### src/rtl/phy_pwr_pkg.sv
package phy_pwr_pkg;
  localparam int CFG_AW = 6;
  localparam int CFG_DW = 4;

  localparam logic [CFG_AW-1:0] ADDR_LOCK_SEL = 6'h10;
  localparam logic [CFG_AW-1:0] ADDR_CLK_A    = 6'h10;
  localparam logic [CFG_AW-1:0] ADDR_CLK_B    = 6'h12;
  localparam logic [CFG_DW-1:0] CLK_CFG_DATA  = 4'h8;

  typedef enum logic [3:0] {
    ST_IDLE,
    ST_REL,
    ST_WAIT_LOCK,
    ST_WR_SET,
    ST_WR_STB,
    ST_WR_DROP,
    ST_WAIT_OUT,
    ST_RESEL,
    ST_WAIT_RELOCK
  } seq_state_e;
endpackage

### src/rtl/pwr_req_queue.sv
module pwr_req_queue #(
  parameter int NL = 4,
  localparam int NR = 2 * NL,
  localparam int IW = $clog2(NR)
) (
  input  logic          clk_i,
  input  logic          rst_ni,
  input  logic [NL-1:0] on_req_i,
  input  logic [NL-1:0] off_req_i,
  input  logic          take_i,
  output logic          valid_o,
  output logic [IW-1:0] idx_o
);
  logic [NR-1:0] req_flat;
  logic [NR-1:0] pend_q;
  logic [NR-1:0] clr;

  // slot 2l = power-on of lane l, slot 2l+1 = power-off
  for (genvar l = 0; l < NL; l++) begin : g_flat
    assign req_flat[2*l]   = on_req_i[l];
    assign req_flat[2*l+1] = off_req_i[l];
  end

  always_comb begin
    valid_o = 1'b0;
    idx_o   = '0;
    for (int i = NR - 1; i >= 0; i--) begin
      if (pend_q[i]) begin
        valid_o = 1'b1;
        idx_o   = IW'(i);
      end
    end
  end

  always_comb begin
    clr = '0;
    if (take_i && valid_o) clr[idx_o] = 1'b1;
  end

  always_ff @(posedge clk_i or negedge rst_ni) begin
    if (!rst_ni) pend_q <= '0;
    else         pend_q <= (pend_q & ~clr) | req_flat;
  end
endmodule

### src/rtl/pwr_poll_timer.sv
module pwr_poll_timer #(
  parameter int POLL_CYC     = 4,
  parameter int DEADLINE_CYC = 200,
  localparam int PW = (POLL_CYC > 1) ? $clog2(POLL_CYC) : 1,
  localparam int DW = $clog2(DEADLINE_CYC + 1)
) (
  input  logic clk_i,
  input  logic rst_ni,
  input  logic start_i,
  input  logic stop_i,
  output logic tick_o,
  output logic expired_o
);
  logic          run_q;
  logic [PW-1:0] poll_q;
  logic [DW-1:0] dl_q;

  assign tick_o    = run_q && (poll_q == PW'(POLL_CYC - 1));
  assign expired_o = run_q && (dl_q == DW'(DEADLINE_CYC));

  always_ff @(posedge clk_i or negedge rst_ni) begin
    if (!rst_ni) begin
      run_q  <= 1'b0;
      poll_q <= '0;
      dl_q   <= '0;
    end else if (start_i) begin
      // first sample lands on the first wait cycle
      run_q  <= 1'b1;
      poll_q <= PW'(POLL_CYC - 1);
      dl_q   <= '0;
    end else if (stop_i) begin
      run_q <= 1'b0;
    end else if (run_q) begin
      poll_q <= tick_o ? '0 : poll_q + PW'(1);
      if (!expired_o) dl_q <= dl_q + DW'(1);
    end
  end
endmodule

### src/rtl/phy_pwr_seq.sv
module phy_pwr_seq
  import phy_pwr_pkg::*;
#(
  parameter int NUM_LANES    = 4,
  parameter int POLL_CYC     = 2_000_000,
  parameter int DEADLINE_CYC = 100_000_000
) (
  input  logic                 clk_i,
  input  logic                 rst_ni,
  input  logic [NUM_LANES-1:0] pwr_on_req_i,
  input  logic [NUM_LANES-1:0] pwr_off_req_i,
  input  logic                 pll_locked_i,
  input  logic                 pll_out_pend_i,
  output logic [CFG_AW-1:0]    cfg_addr_o,
  output logic [CFG_DW-1:0]    cfg_data_o,
  output logic                 cfg_wr_o,
  output logic [NUM_LANES-1:0] lane_idle_o,
  output logic                 phy_rst_o,
  output logic [NUM_LANES-1:0] done_o,
  output logic [NUM_LANES-1:0] err_o
);
  localparam int LW    = $clog2(NUM_LANES);
  localparam int IW    = $clog2(2 * NUM_LANES);
  localparam int CNT_W = $clog2(NUM_LANES + 1) + 1;

  seq_state_e            state_q;
  logic [LW-1:0]         lane_q;
  logic [CNT_W-1:0]      use_cnt_q;
  logic                  wr_idx_q;
  logic [CFG_AW-1:0]     addr_q;
  logic [CFG_DW-1:0]     data_q;
  logic                  wr_q;
  logic                  rst_q;
  logic [NUM_LANES-1:0]  idle_q;
  logic [NUM_LANES-1:0]  done_q;
  logic [NUM_LANES-1:0]  err_q;

  logic                  q_valid;
  logic [IW-1:0]         q_idx;
  logic                  take;
  logic                  tick;
  logic                  expired;
  logic [LW-1:0]         sel_lane;
  logic                  sel_off;

  assign take     = (state_q == ST_IDLE);
  assign sel_lane = q_idx[IW-1:1];
  assign sel_off  = q_idx[0];

  pwr_req_queue #(.NL(NUM_LANES)) u_queue (
    .clk_i     (clk_i),
    .rst_ni    (rst_ni),
    .on_req_i  (pwr_on_req_i),
    .off_req_i (pwr_off_req_i),
    .take_i    (take),
    .valid_o   (q_valid),
    .idx_o     (q_idx)
  );

  pwr_poll_timer #(.POLL_CYC(POLL_CYC), .DEADLINE_CYC(DEADLINE_CYC)) u_timer (
    .clk_i     (clk_i),
    .rst_ni    (rst_ni),
    .start_i   (state_q == ST_REL),
    .stop_i    (state_q == ST_IDLE),
    .tick_o    (tick),
    .expired_o (expired)
  );

  always_ff @(posedge clk_i or negedge rst_ni) begin
    if (!rst_ni) begin
      state_q   <= ST_IDLE;
      lane_q    <= '0;
      use_cnt_q <= '0;
      wr_idx_q  <= 1'b0;
      addr_q    <= '0;
      data_q    <= '0;
      wr_q      <= 1'b0;
      rst_q     <= 1'b1;
      idle_q    <= '1;
      done_q    <= '0;
      err_q     <= '0;
    end else begin
      done_q <= '0;
      err_q  <= '0;
      wr_q   <= 1'b0;
      unique case (state_q)
        ST_IDLE: begin
          if (q_valid) begin
            lane_q <= sel_lane;
            if (sel_off) begin
              idle_q[sel_lane] <= 1'b1;
              if (use_cnt_q == '0) begin
                err_q[sel_lane] <= 1'b1;
              end else begin
                use_cnt_q        <= use_cnt_q - CNT_W'(1);
                done_q[sel_lane] <= 1'b1;
                if (use_cnt_q == CNT_W'(1)) rst_q <= 1'b1;
              end
            end else begin
              idle_q[sel_lane] <= 1'b0;
              use_cnt_q        <= use_cnt_q + CNT_W'(1);
              if (use_cnt_q == '0) state_q <= ST_REL;
              else                 done_q[sel_lane] <= 1'b1;
            end
          end
        end
        ST_REL: begin
          rst_q   <= 1'b0;
          addr_q  <= ADDR_LOCK_SEL;
          state_q <= ST_WAIT_LOCK;
        end
        ST_WAIT_LOCK: begin
          if (tick && pll_locked_i) begin
            wr_idx_q <= 1'b0;
            state_q  <= ST_WR_SET;
          end else if (expired) begin
            rst_q          <= 1'b1;
            use_cnt_q      <= use_cnt_q - CNT_W'(1);
            idle_q[lane_q] <= 1'b1;
            err_q[lane_q]  <= 1'b1;
            state_q        <= ST_IDLE;
          end
        end
        ST_WR_SET: begin
          addr_q  <= wr_idx_q ? ADDR_CLK_B : ADDR_CLK_A;
          data_q  <= CLK_CFG_DATA;
          state_q <= ST_WR_STB;
        end
        ST_WR_STB: begin
          wr_q    <= 1'b1;
          state_q <= ST_WR_DROP;
        end
        ST_WR_DROP: begin
          if (!wr_idx_q) begin
            wr_idx_q <= 1'b1;
            state_q  <= ST_WR_SET;
          end else begin
            state_q  <= ST_WAIT_OUT;
          end
        end
        ST_WAIT_OUT: begin
          if (tick && !pll_out_pend_i) begin
            state_q <= ST_RESEL;
          end else if (expired) begin
            rst_q          <= 1'b1;
            use_cnt_q      <= use_cnt_q - CNT_W'(1);
            idle_q[lane_q] <= 1'b1;
            err_q[lane_q]  <= 1'b1;
            state_q        <= ST_IDLE;
          end
        end
        ST_RESEL: begin
          addr_q  <= ADDR_LOCK_SEL;
          state_q <= ST_WAIT_RELOCK;
        end
        ST_WAIT_RELOCK: begin
          if (tick && pll_locked_i) begin
            done_q[lane_q] <= 1'b1;
            state_q        <= ST_IDLE;
          end else if (expired) begin
            rst_q          <= 1'b1;
            use_cnt_q      <= use_cnt_q - CNT_W'(1);
            idle_q[lane_q] <= 1'b1;
            err_q[lane_q]  <= 1'b1;
            state_q        <= ST_IDLE;
          end
        end
        default: state_q <= ST_IDLE;
      endcase
    end
  end

  assign cfg_addr_o  = addr_q;
  assign cfg_data_o  = data_q;
  assign cfg_wr_o    = wr_q;
  assign lane_idle_o = idle_q;
  assign phy_rst_o   = rst_q;
  assign done_o      = done_q;
  assign err_o       = err_q;
endmodule

### config.mk
export PLATFORM = sky130hd
export DESIGN_NAME = phy_pwr_seq
export DESIGN_NICKNAME = d
export VERILOG_FILES = /design/src/rtl/phy_pwr_pkg.sv /design/src/rtl/pwr_req_queue.sv /design/src/rtl/pwr_poll_timer.sv /design/src/rtl/phy_pwr_seq.sv
export SDC_FILE = /design/constraint.sdc
export NUM_CORES = 1
export LEC_CHECK = 0
export BUFFER_PORTS_ARGS = -buffer_cell sky130_fd_sc_hd__buf_2
export CAP_MARGIN = 20
export CORE_UTILIZATION = 54
export DETAILED_ROUTE_END_ITERATION = 8
export GPL_ROUTABILITY_DRIVEN = 0
export PLACE_DENSITY = 0.76
export SETUP_SLACK_MARGIN = 0.1
export SYNTH_ARGS = -nofsm -noshare
export SYNTH_HDL_FRONTEND = slang
export SYNTH_SLANG_ARGS = --single-unit
export TNS_END_PERCENT = 1
### constraint.sdc
create_clock -name clk_i -period 6.74 [get_ports clk_i]
set_clock_uncertainty 0.2 [all_clocks]
set_input_delay 0.674 -clock clk_i [delete_from_list [all_inputs] [get_ports clk_i]]
set_output_delay 0.674 -clock clk_i [all_outputs]
set_load 0.1 [all_outputs]
==> results of run 1 <==
-- state kept, by name, summed over array words and instances (netlist names), 2 cells and up, named ones only --
signal	cells
lane_q	2
u_timer.poll_q	21
state_q	4
u_timer.dl_q	27
use_cnt_q	4
u_queue.pend_q	8
cfg_addr_o	2
err_o	4
done_o	4
-- layer usage --
layer	vias up	GRT usage, %	part of all wire (%)
met5	-	0	0
met4	0	8.71	1.7
met3	13	5.26	4.8
met2	109	41.3	50
met1	1968	31.6	43
li1	1918	-	-
-- cells in the final DEF (no fill, tap or decap), drive strengths merged, types with 6 or more instances in the layout --
cell type / netlist / routed
or3: 11 / 11
nor4: 13 / 13
nand2: 41 / 41
dfrtp: 80 / 80
xnor2: 22 / 22
inv: 18 / 18
ha: 6 / 6
a21oi: 29 / 29
nand3b: 6 / 6
a31oi: 9 / 9
nor2: 47 / 47
o211ai: 8 / 8
nand4: 9 / 9
a21o: 9 / 9
nand3: 28 / 28
clkbuf: 18 / 10
nand2b: 11 / 11
buf: 10 / 31
conb: 1 / 7
nor3: 25 / 25
o21ai: 45 / 45
-- worst max-delay path by stage --
stage	start	to	slack, ns	cells past startpoint
floorplan	u_timer.dl_q[3]	u_timer.dl_q[8]	4.22	7
global placement	state_q[0]	u_timer.poll_q[13]	3.68	5
detailed placement	state_q[0]	u_timer.poll_q[13]	3.51	5
CTS	state_q[0]	u_timer.poll_q[13]	3.49	5
global route	state_q[0]	u_timer.dl_q[26]	3.49	6
finish	state_q[0]	u_timer.dl_q[22]	3.69	6
-- layout make-up --
cell class | count | area, um2 | area share [%]
clock buffer | 9 | 124 | 2.42
multi-input combinational | 395 | 2380 | 46.4
inverter | 18 | 67.6 | 1.32
sequential | 85 | 2130 | 41.6
tap | 105 | 131 | 2.56
clock inverter | 6 | 88.8 | 1.73
timing repair buffer | 33 | 203 | 3.95
-- critical path, cell delays in order, from the launching register on --
cell      delay [ns]
dfrtp_1         0.70
or4_1           0.49
and2_1          0.48
o211ai_2        0.42
nor4_1          0.41
xnor2_1         0.16
nor2_1          0.05
-- power breakdown --
part           switching [mW]  internal, mW
Clock                   0.188         0.207
Sequential              0.158         0.626
Combinational           0.529         0.248
Total                   0.875          1.08
-- kinds of logic after synthesis --
| family | synth area share (%) |
|---|---|
| other cells | 0.0801 |
| compound gates | 17.4 |
| simple gates | 25.7 |
| fa+ha+maj | 1.60 |
| xor+xnor | 4.68 |
| mux | 0.641 |
| flops | 45.6 |
| buf+inv | 4.38 |
-- timing repair --
item | in CTS | in global routing
buffers inserted | 0 | 0
endpoints found under the setup margin | 0 | 0
hold endpoints to repair | 0 | 10
hold buffers | 0 | 1
==> flow_summary.yaml, run 1 <==
global_routing:
  grt_pass1_vias: 3768
  overflow: 0
  track_usage_pct: 24.7
  grt_max_degree: 86
  antenna_found_initial: 0
  grt_pass1_wl_um: 17500
worst_hold_path:
  hold_path_class: "reg2reg"
  min_to: "use_cnt_q[3]"
  min_from: "use_cnt_q[3]"
  hold_depth: 1
sta:
  fin_crit_ns: 3.05
  hold_viol: 0
  fmax_mhz: 328
  finalSetupTns_ns: 0
  worst_slack_ns: 3.69
  setup_violations: 0
  final_max_slew_viol_count: 0
  slew_headroom_pct: 33.4
  timing.final.crit_share_pct: 45.3
  rsz0062_at_grt: "false"
  whs_ns: 0.274
  tightest_slew_ns: 0.990
floorplan:
  die_y_um: 95.1
  start_util_pct: 56.4
  fp.dieArea_mm2: 0.00905
  ios: 36
  core.rowCount: 33
  core_mm2: 0.00830
  die_x_um: 95.1
logic_synthesis:
  yosysWarningCount: 0
  syn_avg_cell_area_um2: 9.01
  syn_inst: 520
  yosys-top-cells-count: "80 x dfrtp_1, 47 x nor2_1, 43 x o21ai_0"
  yosysTopAreaCell: "dfrtp_1"
  synth_edf_count: 0
  syn_area_mm2: 0.00468
  synth-async-reset-ratio_pct: 100
  synthFlopType: "dfrtp_1"
  yosys.cell_count.top_type: "dfrtp_1"
  netlist.area_leader.share_pct: 42.7
  ys_seq_area_share_pct: 45.6
  synth_cell_type_count: 59
  ys_top_cells_by_area: "dfrtp_1 43%, o21ai_0 4.6%, xnor2_1 4.1%"
  ys_ff_latch: 85
drt:
  post_drt_wl_per_cell_um: 16.1
  routed_wl_um: 10400
  ant_nets: 0
  route.vias.total: 4008
  drt_iter0_drc: 217
  drtPass1Iterations: 5
  vias_per_cell: 6.16
  drc: 0
worst_setup_path:
  crit_type: "reg2reg"
  crit_path_end_kind: "register"
  crit_required_ns: 6.77
  arrival_ns: 3.09
  rr_startpoint: "state_q[0]"
  start_kind: "register"
  r2r_cells: 6
  cp_max_fo: 20
  reg2reg_slack_ns: 3.69
  r2r_end: "u_timer.dl_q[22]"
clocking:
  post_cts_resized: 0
  clkTransAtPathRegs_ns: 0.09
  clk_path_buf_depth: 2
  htreeDepth: 3
  cts_root_buffer: "clkbuf_8"
  clkLatencyLatePin_ns: 0.36
  numCtsBuffers: 9
  cts.sinks: 85
  tritoncts: "yes"
cells_and_area:
  fin_util_pct: 61.8
  design_area_mm2: 0.00513
  layout.nets: 560
  syn2layout_area_growth_pct: 9.46
  fill_cells: 717
  drive_above_1_share_pct: 12.3
  antennaDiodeCount: 0
  fin_cells: 651
power_and_ir_drop:
  leakage_nw: 2.03
  power_mw: 1.96
  power_density_mw_per_mm2: 382
  ir_worst_vdd_v: 0.000149
placed_design:
  place_area_mm2: 0.00487
  hpwl_um: 7130
  post-place-cells: 633
  portBuffers: 28
  dp_slack_ns: 3.51
run_status:
  status: "finished clean"
flow_run:
  drv_cap: 0
(Power assumes the default switching activity.)
==> inputs of run 2 (changes only) <==
--- a/config.mk
+++ b/config.mk
@@ -10,7 +10,7 @@
 export CORE_UTILIZATION = 54
 export DETAILED_ROUTE_END_ITERATION = 8
 export GPL_ROUTABILITY_DRIVEN = 0
-export PLACE_DENSITY = 0.76
+export PLACE_DENSITY = 0.79
 export SETUP_SLACK_MARGIN = 0.1
 export SYNTH_ARGS = -nofsm -noshare
 export SYNTH_HDL_FRONTEND = slang
==> constraint.sdc (replaced) <==
create_clock -name clk_i -period 2.7 [get_ports clk_i]
set_clock_uncertainty 0.2 [all_clocks]
set_input_delay 0.27 -clock clk_i [delete_from_list [all_inputs] [get_ports clk_i]]
set_output_delay 0.27 -clock clk_i [all_outputs]
set_load 0.1 [all_outputs]
==> run 2 against run 1 <==
Effect of this change: sequential cell count unchanged; final cell count increased by 4.6%; global-route usage increased by 1.4 points; via count increased by 3.7%; design area increased by 4.5%; clock power increased by 130%; critical path depth unchanged; fmax increased by 19%; sequential power increased by 140%; non-clock buffer count increased by 29; combinational power increased to 2.8 times the previous value; utilization increased by 2.8 points; critical path type unchanged; critical endpoint is now use_cnt_q[2].
==> flow_summary.yaml, run 2 (synthesis gave the netlist of run 1 again) <==
cells_and_area:
  largest_register_ffs: 27
  largestRegisters: "u_timer.dl_q (27), u_timer.poll_q (21), u_queue.pend_q (8)"
  fin_cells: 681
  fill_cells: 675
  largest-register: "u_timer.dl_q"
  layout_common_cells: "80 x dfrtp_1, 47 x nor2_1, 43 x o21ai_0"
  multi_input_area_mm2: 0.00239
  drive_above_1_share_pct: 15.8
  fin_util_pct: 64.5
  antennaDiodeCount: 0
  syn2layout_area_growth_pct: 14.3
  ff_latch_area_mm2: 0.00213
  layout_commonest_cell: "dfrtp_1"
  layout.nets: 589
floorplan:
  die_y_um: 95.1
  die_x_um: 95.1
  start_util_pct: 56.4
  fp.dieArea_mm2: 0.00905
  ios: 36
  core_mm2: 0.00830
  core.rowCount: 33
worst_hold_path:
  hold_path_class: "in2reg"
  min_from: "pll_out_pend_i"
power_and_ir_drop:
  ir_worst_vdd_v: 0.000476
  p_int_mw: 2.67
  leakage_nw: 2.17
  netSwitchingFraction_pct: 46.1
  pwr-share-clk_pct: 18.1
  power_density_mw_per_mm2: 924
  p_comb_share_pct: 44.2
  power_frac_seq_pct: 37.8
  p_sw_mw: 2.28
drt:
  post_drt_wl_per_cell_um: 15.8
  route.vias.total: 4157
  vias_per_cell: 6.10
  drt_iter0_drc: 221
  drc: 0
  routed_wl_um: 10800
  ant_nets: 0
  drtPass1Iterations: 4
placed_design:
  dp_slack_ns: 0.165
  portBuffers: 28
  post-place-cells: 656
  hpwl_um: 7450
sta:
  fmax_mhz: 391
  whs_ns: 0.0705
  timing.final.crit_share_pct: 94.7
  fin_crit_ns: 2.56
  rsz0062_at_grt: "true"
  worst_slack_ns: 0.144
  tightest_slew_ns: 0.562
  final_max_slew_viol_count: 0
  finalSetupTns_ns: 0
  setup_violations: 0
  hold_viol: 0
  slew_headroom_pct: 62.2
global_routing:
  grt_pass1_vias: 3964
  antenna_found_initial: 0
  overflow: 0
  grt_max_degree: 45
  track_usage_pct: 26.1
  grt_pass1_wl_um: 18600
clocking:
  clkLatencyLatePin_ns: 0.37
  clk_path_buf_depth: 2
  cts_setup_buffers: 0
  clkTransAtPathRegs_ns: 0.10
  htreeDepth: 3
  numCtsBuffers: 9
  tritoncts: "yes"
  cts.sinks: 85
  cts_root_buffer: "clkbuf_8"
worst_setup_path:
  crit_path_cell_trace: "or4b_2, o21a_1, o211ai_1, mux2i_1, nor3_2, xor2_1"
  rr_startpoint: "state_q[1]"
  startpoint: "state_q[1]"
  slowest_stage: "or4b_2"
  crit_required_ns: 2.79
  start_kind: "register"
  crit_type: "reg2reg"
  critPathMaxStageDelay_ns: 0.73
  cp_max_fo: 10
  arrival_ns: 2.65
  crit_buf_inv: 0
  crit_family: "simple AND/OR/NAND/NOR gates"
  crit_path_end_kind: "register"
run_status:
  status: "finished clean"
flow_run:
  drv_cap: 0
[run 2: cell types whose count changed in the layout (fill, tap and decap cells not counted), moves of 2 or more]
cell           delta
buf_4            +21
dlygate4sd3_1     +8
inv_6             +3
buf_12            +2
bufinv_16         -2
[run 2: final timing paths]
| kind | endpoint | slack, ns | depth (start not counted) |
|---|---|---|---|
| max | use_cnt_q[2] | 0.14 | 6 |
| min | state_q[2] | 0.07 | 4 |
| max reg2reg | use_cnt_q[2] | 0.14 | 6 |
| min reg2reg | cfg_addr_o[4] | 0.27 | 1 |
| max in group asynchronous | phy_rst_o | 1.40 | 3 |
| min in group asynchronous | wr_idx_q | 0.22 | 2 |
[run 2: routing by layer]
layer,part of all wire (%),GRT usage (%)
met1,44,34.1
met2,49,43.0
met3,4.2,3.67
met4,2.7,11.7
met5,0,0
[run 2: power by group through the flow]
stage          clock network [mW]  logic (mW)  registers, mW
2_1_floorplan                   0        1.34           2.11
3_3_place_gp                    0        2.08           1.86
3_5_place_dp                    0        2.14           1.88
4_1_cts                     0.897        2.17           1.86
5_1_grt                     0.955        2.39           1.92
6_report                    0.894        2.19           1.87
[run 2: worst min-delay path: cells and delay by family]
family	cells	cell delay [ns]
buf+inv	1	0.10
compound gates	2	0.15
simple gates	1	0.08
[run 2: repair_timing]
item	in CTS	in global routing
endpoints found under the hold margin	48	0
gates resized for setup	0	2
setup endpoints to repair	0	29
hold buffers	9	0
[run 2: metrics by stage]
stage          cell area (um2)  total power, mW
5_1_grt                   5360             5.26
2_1_floorplan             4710             3.45
3_3_place_gp              5070             3.94
6_report                  5360             4.95
4_1_cts                   5350             4.92
3_5_place_dp              5070             4.01
[run 2: area by class of cell]
type | count | share of cell area, %
clock buffers | 10 | 2.57
clock inverters | 6 | 0.981
inverters | 18 | 1.26
multi-input cells | 395 | 44.6
flip-flops and latches | 85 | 39.8
well taps | 105 | 2.45
repair buffers | 62 | 8.32
==> inputs of run 3 (changes only) <==
--- a/config.mk
+++ b/config.mk
@@ -7,7 +7,9 @@
 export LEC_CHECK = 0
 export BUFFER_PORTS_ARGS = -buffer_cell sky130_fd_sc_hd__buf_2
 export CAP_MARGIN = 20
-export CORE_UTILIZATION = 54
+export CELL_PAD_IN_SITES_DETAIL_PLACEMENT = 0
+export CELL_PAD_IN_SITES_GLOBAL_PLACEMENT = 1
+export CORE_UTILIZATION = 42
 export DETAILED_ROUTE_END_ITERATION = 8
 export GPL_ROUTABILITY_DRIVEN = 0
 export PLACE_DENSITY = 0.79
==> run 3 against run 2 <==
Effect of this change: via count shrank 2.4%; die area increased by 28%; sequential share of layout area shrank 0.88 points; total power grew 2.7%; routed wire length increased by 3.4%; critical path depth unchanged.
==> flow_summary.yaml, run 3 (synthesis gave the netlist of run 1 again) <==
floorplan:
  die_x_um: 108
  fp.dieArea_mm2: 0.0116
  ios: 36
  die_y_um: 108
  core_mm2: 0.0108
  start_util_pct: 43.2
  core.rowCount: 38
sta:
  fin_crit_ns: 2.55
  timing.final.crit_share_pct: 94.5
  finalSetupTns_ns: 0
  fmax_mhz: 392
  rsz0062_at_grt: "true"
  hold_viol: 0
  tightest_slew_ns: 0.805
  setup_violations: 0
  slew_headroom_pct: 45.8
  final_max_slew_viol_count: 0
worst_setup_path:
  start_kind: "register"
  crit_required_ns: 2.81
  crit_type: "reg2reg"
  cp_max_fo: 5
  r2r_cells: 6
  rr_startpoint: "u_timer.dl_q[19]"
  startpoint: "u_timer.dl_q[19]"
  slowest_stage: "or4_4"
  crit_path_cell_trace: "or4bb_1, or4_4, nor3_4, o21bai_4, a31oi_1, a41oi_1"
  critPathMaxStageDelay_ns: 0.61
  arrival_ns: 2.66
  crit_path_end_kind: "register"
  reg2reg_slack_ns: 0.15
clocking:
  htreeDepth: 3
  cts_root_buffer: "clkbuf_8"
  cts.sinks: 85
  clk_path_buf_depth: 2
  tritoncts: "yes"
  numCtsBuffers: 9
  clkTransAtPathRegs_ns: 0.10
  clkLatencyLatePin_ns: 0.38
drt:
  route.vias.total: 4059
  post_drt_wl_per_cell_um: 15.5
  routed_wl_um: 11100
  ant_nets: 0
  drtPass1Iterations: 5
  drt_iter0_drc: 228
  drc: 0
  vias_per_cell: 5.65
cells_and_area:
  largest-register: "u_timer.dl_q"
  layout.nets: 591
  layout_commonest_cell: "dfrtp_1"
  design_area_mm2: 0.00548
  largest_register_ffs: 27
  antennaDiodeCount: 0
  layout_common_cells: "80 x dfrtp_1, 47 x nor2_1, 43 x o21ai_0"
  syn2layout_area_growth_pct: 16.9
  drive_above_1_share_pct: 16.4
  fin_util_pct: 50.5
  largestRegisters: "u_timer.dl_q (27), u_timer.poll_q (21), u_queue.pend_q (8)"
  fin_cells: 718
worst_hold_path:
  hold_depth: 4
  hold_path_class: "in2reg"
global_routing:
  antenna_found_initial: 0
  grt_pass1_wl_um: 18700
  grt_pass1_vias: 3793
  overflow: 0
  grt_max_degree: 46
  track_usage_pct: 20.6
placed_design:
  hpwl_um: 7710
  place_area_mm2: 0.00511
  post-place-cells: 691
  portBuffers: 28
power_and_ir_drop:
  power_density_mw_per_mm2: 929
  ir_worst_vdd_v: 0.000599
  leakage_nw: 2.21
  power_mw: 5.09
flow_run:
  drv_cap: 0
run_status:
  status: "finished clean"
run 3: repair_timing:
action,in CTS,in global routing
buffers inserted,0,2
endpoints found under the hold margin,50,0
resized for setup,1,6
gates cloned,0,0
hold buffers,9,0
pin swaps,0,2
setup endpoints to repair,1,35
run 3: area by class of cell:
cell class	instances	area, um2
clock buffer	10	128
clock inverter	6	96.3
fill	1014	5360
sequential	85	2130
tap	140	175
inverter	18	67.6
multi-input combinational	395	2410
timing repair buffer	64	464
run 3: worst min path at each step:
stage | end | slack (ns) | start
after floorplan | cfg_addr_o[1] | -0.23 | rst_ni
after global placement | cfg_addr_o[4] | 0.11 | rst_ni
after detailed placement | cfg_addr_o[1] | 0.12 | rst_ni
after CTS | state_q[2] | 0.03 | pll_out_pend_i
after global routing | state_q[2] | 0.06 | pll_out_pend_i
final | state_q[2] | 0.04 | pll_out_pend_i
run 3: where the power goes:
| group | switching (mW) | internal (mW) |
|---|---|---|
| sequential | 0.304 | 1.56 |
| clock | 0.494 | 0.531 |
| combinational | 1.46 | 0.732 |
run 3: worst max-delay path: cells and delay by family (launching register included):
family             cells  cell delay, ns
and+or+nand+nor        3            1.38
AOI/OAI and AO/OA      3            0.50
DFF                    1            0.41
run 3: metrics by stage:
step | hold WS [ns] | setup WS (ns)
6_report | 0.0407 | 0.148
5_1_grt | 0.0587 | 0.0281
4_1_cts | 0.0310 | 0.107
3_5_place_dp | 0.122 | 0.114
3_3_place_gp | 0.111 | 0.159
2_1_floorplan | -0.226 | 0.175
run 3: per-layer routing:
metal | up-vias | GRT usage [%] | wire (um) | part of all wire [%]
li1 | 1982 | - | - | -
met1 | 1991 | 26.8 | 5120 | 46
met2 | 70 | 33.6 | 5430 | 49
met3 | 16 | 4.42 | 389 | 3.5
met4 | 0 | 7.93 | 183 | 1.6
met5 | - | 0 | 0 | 0
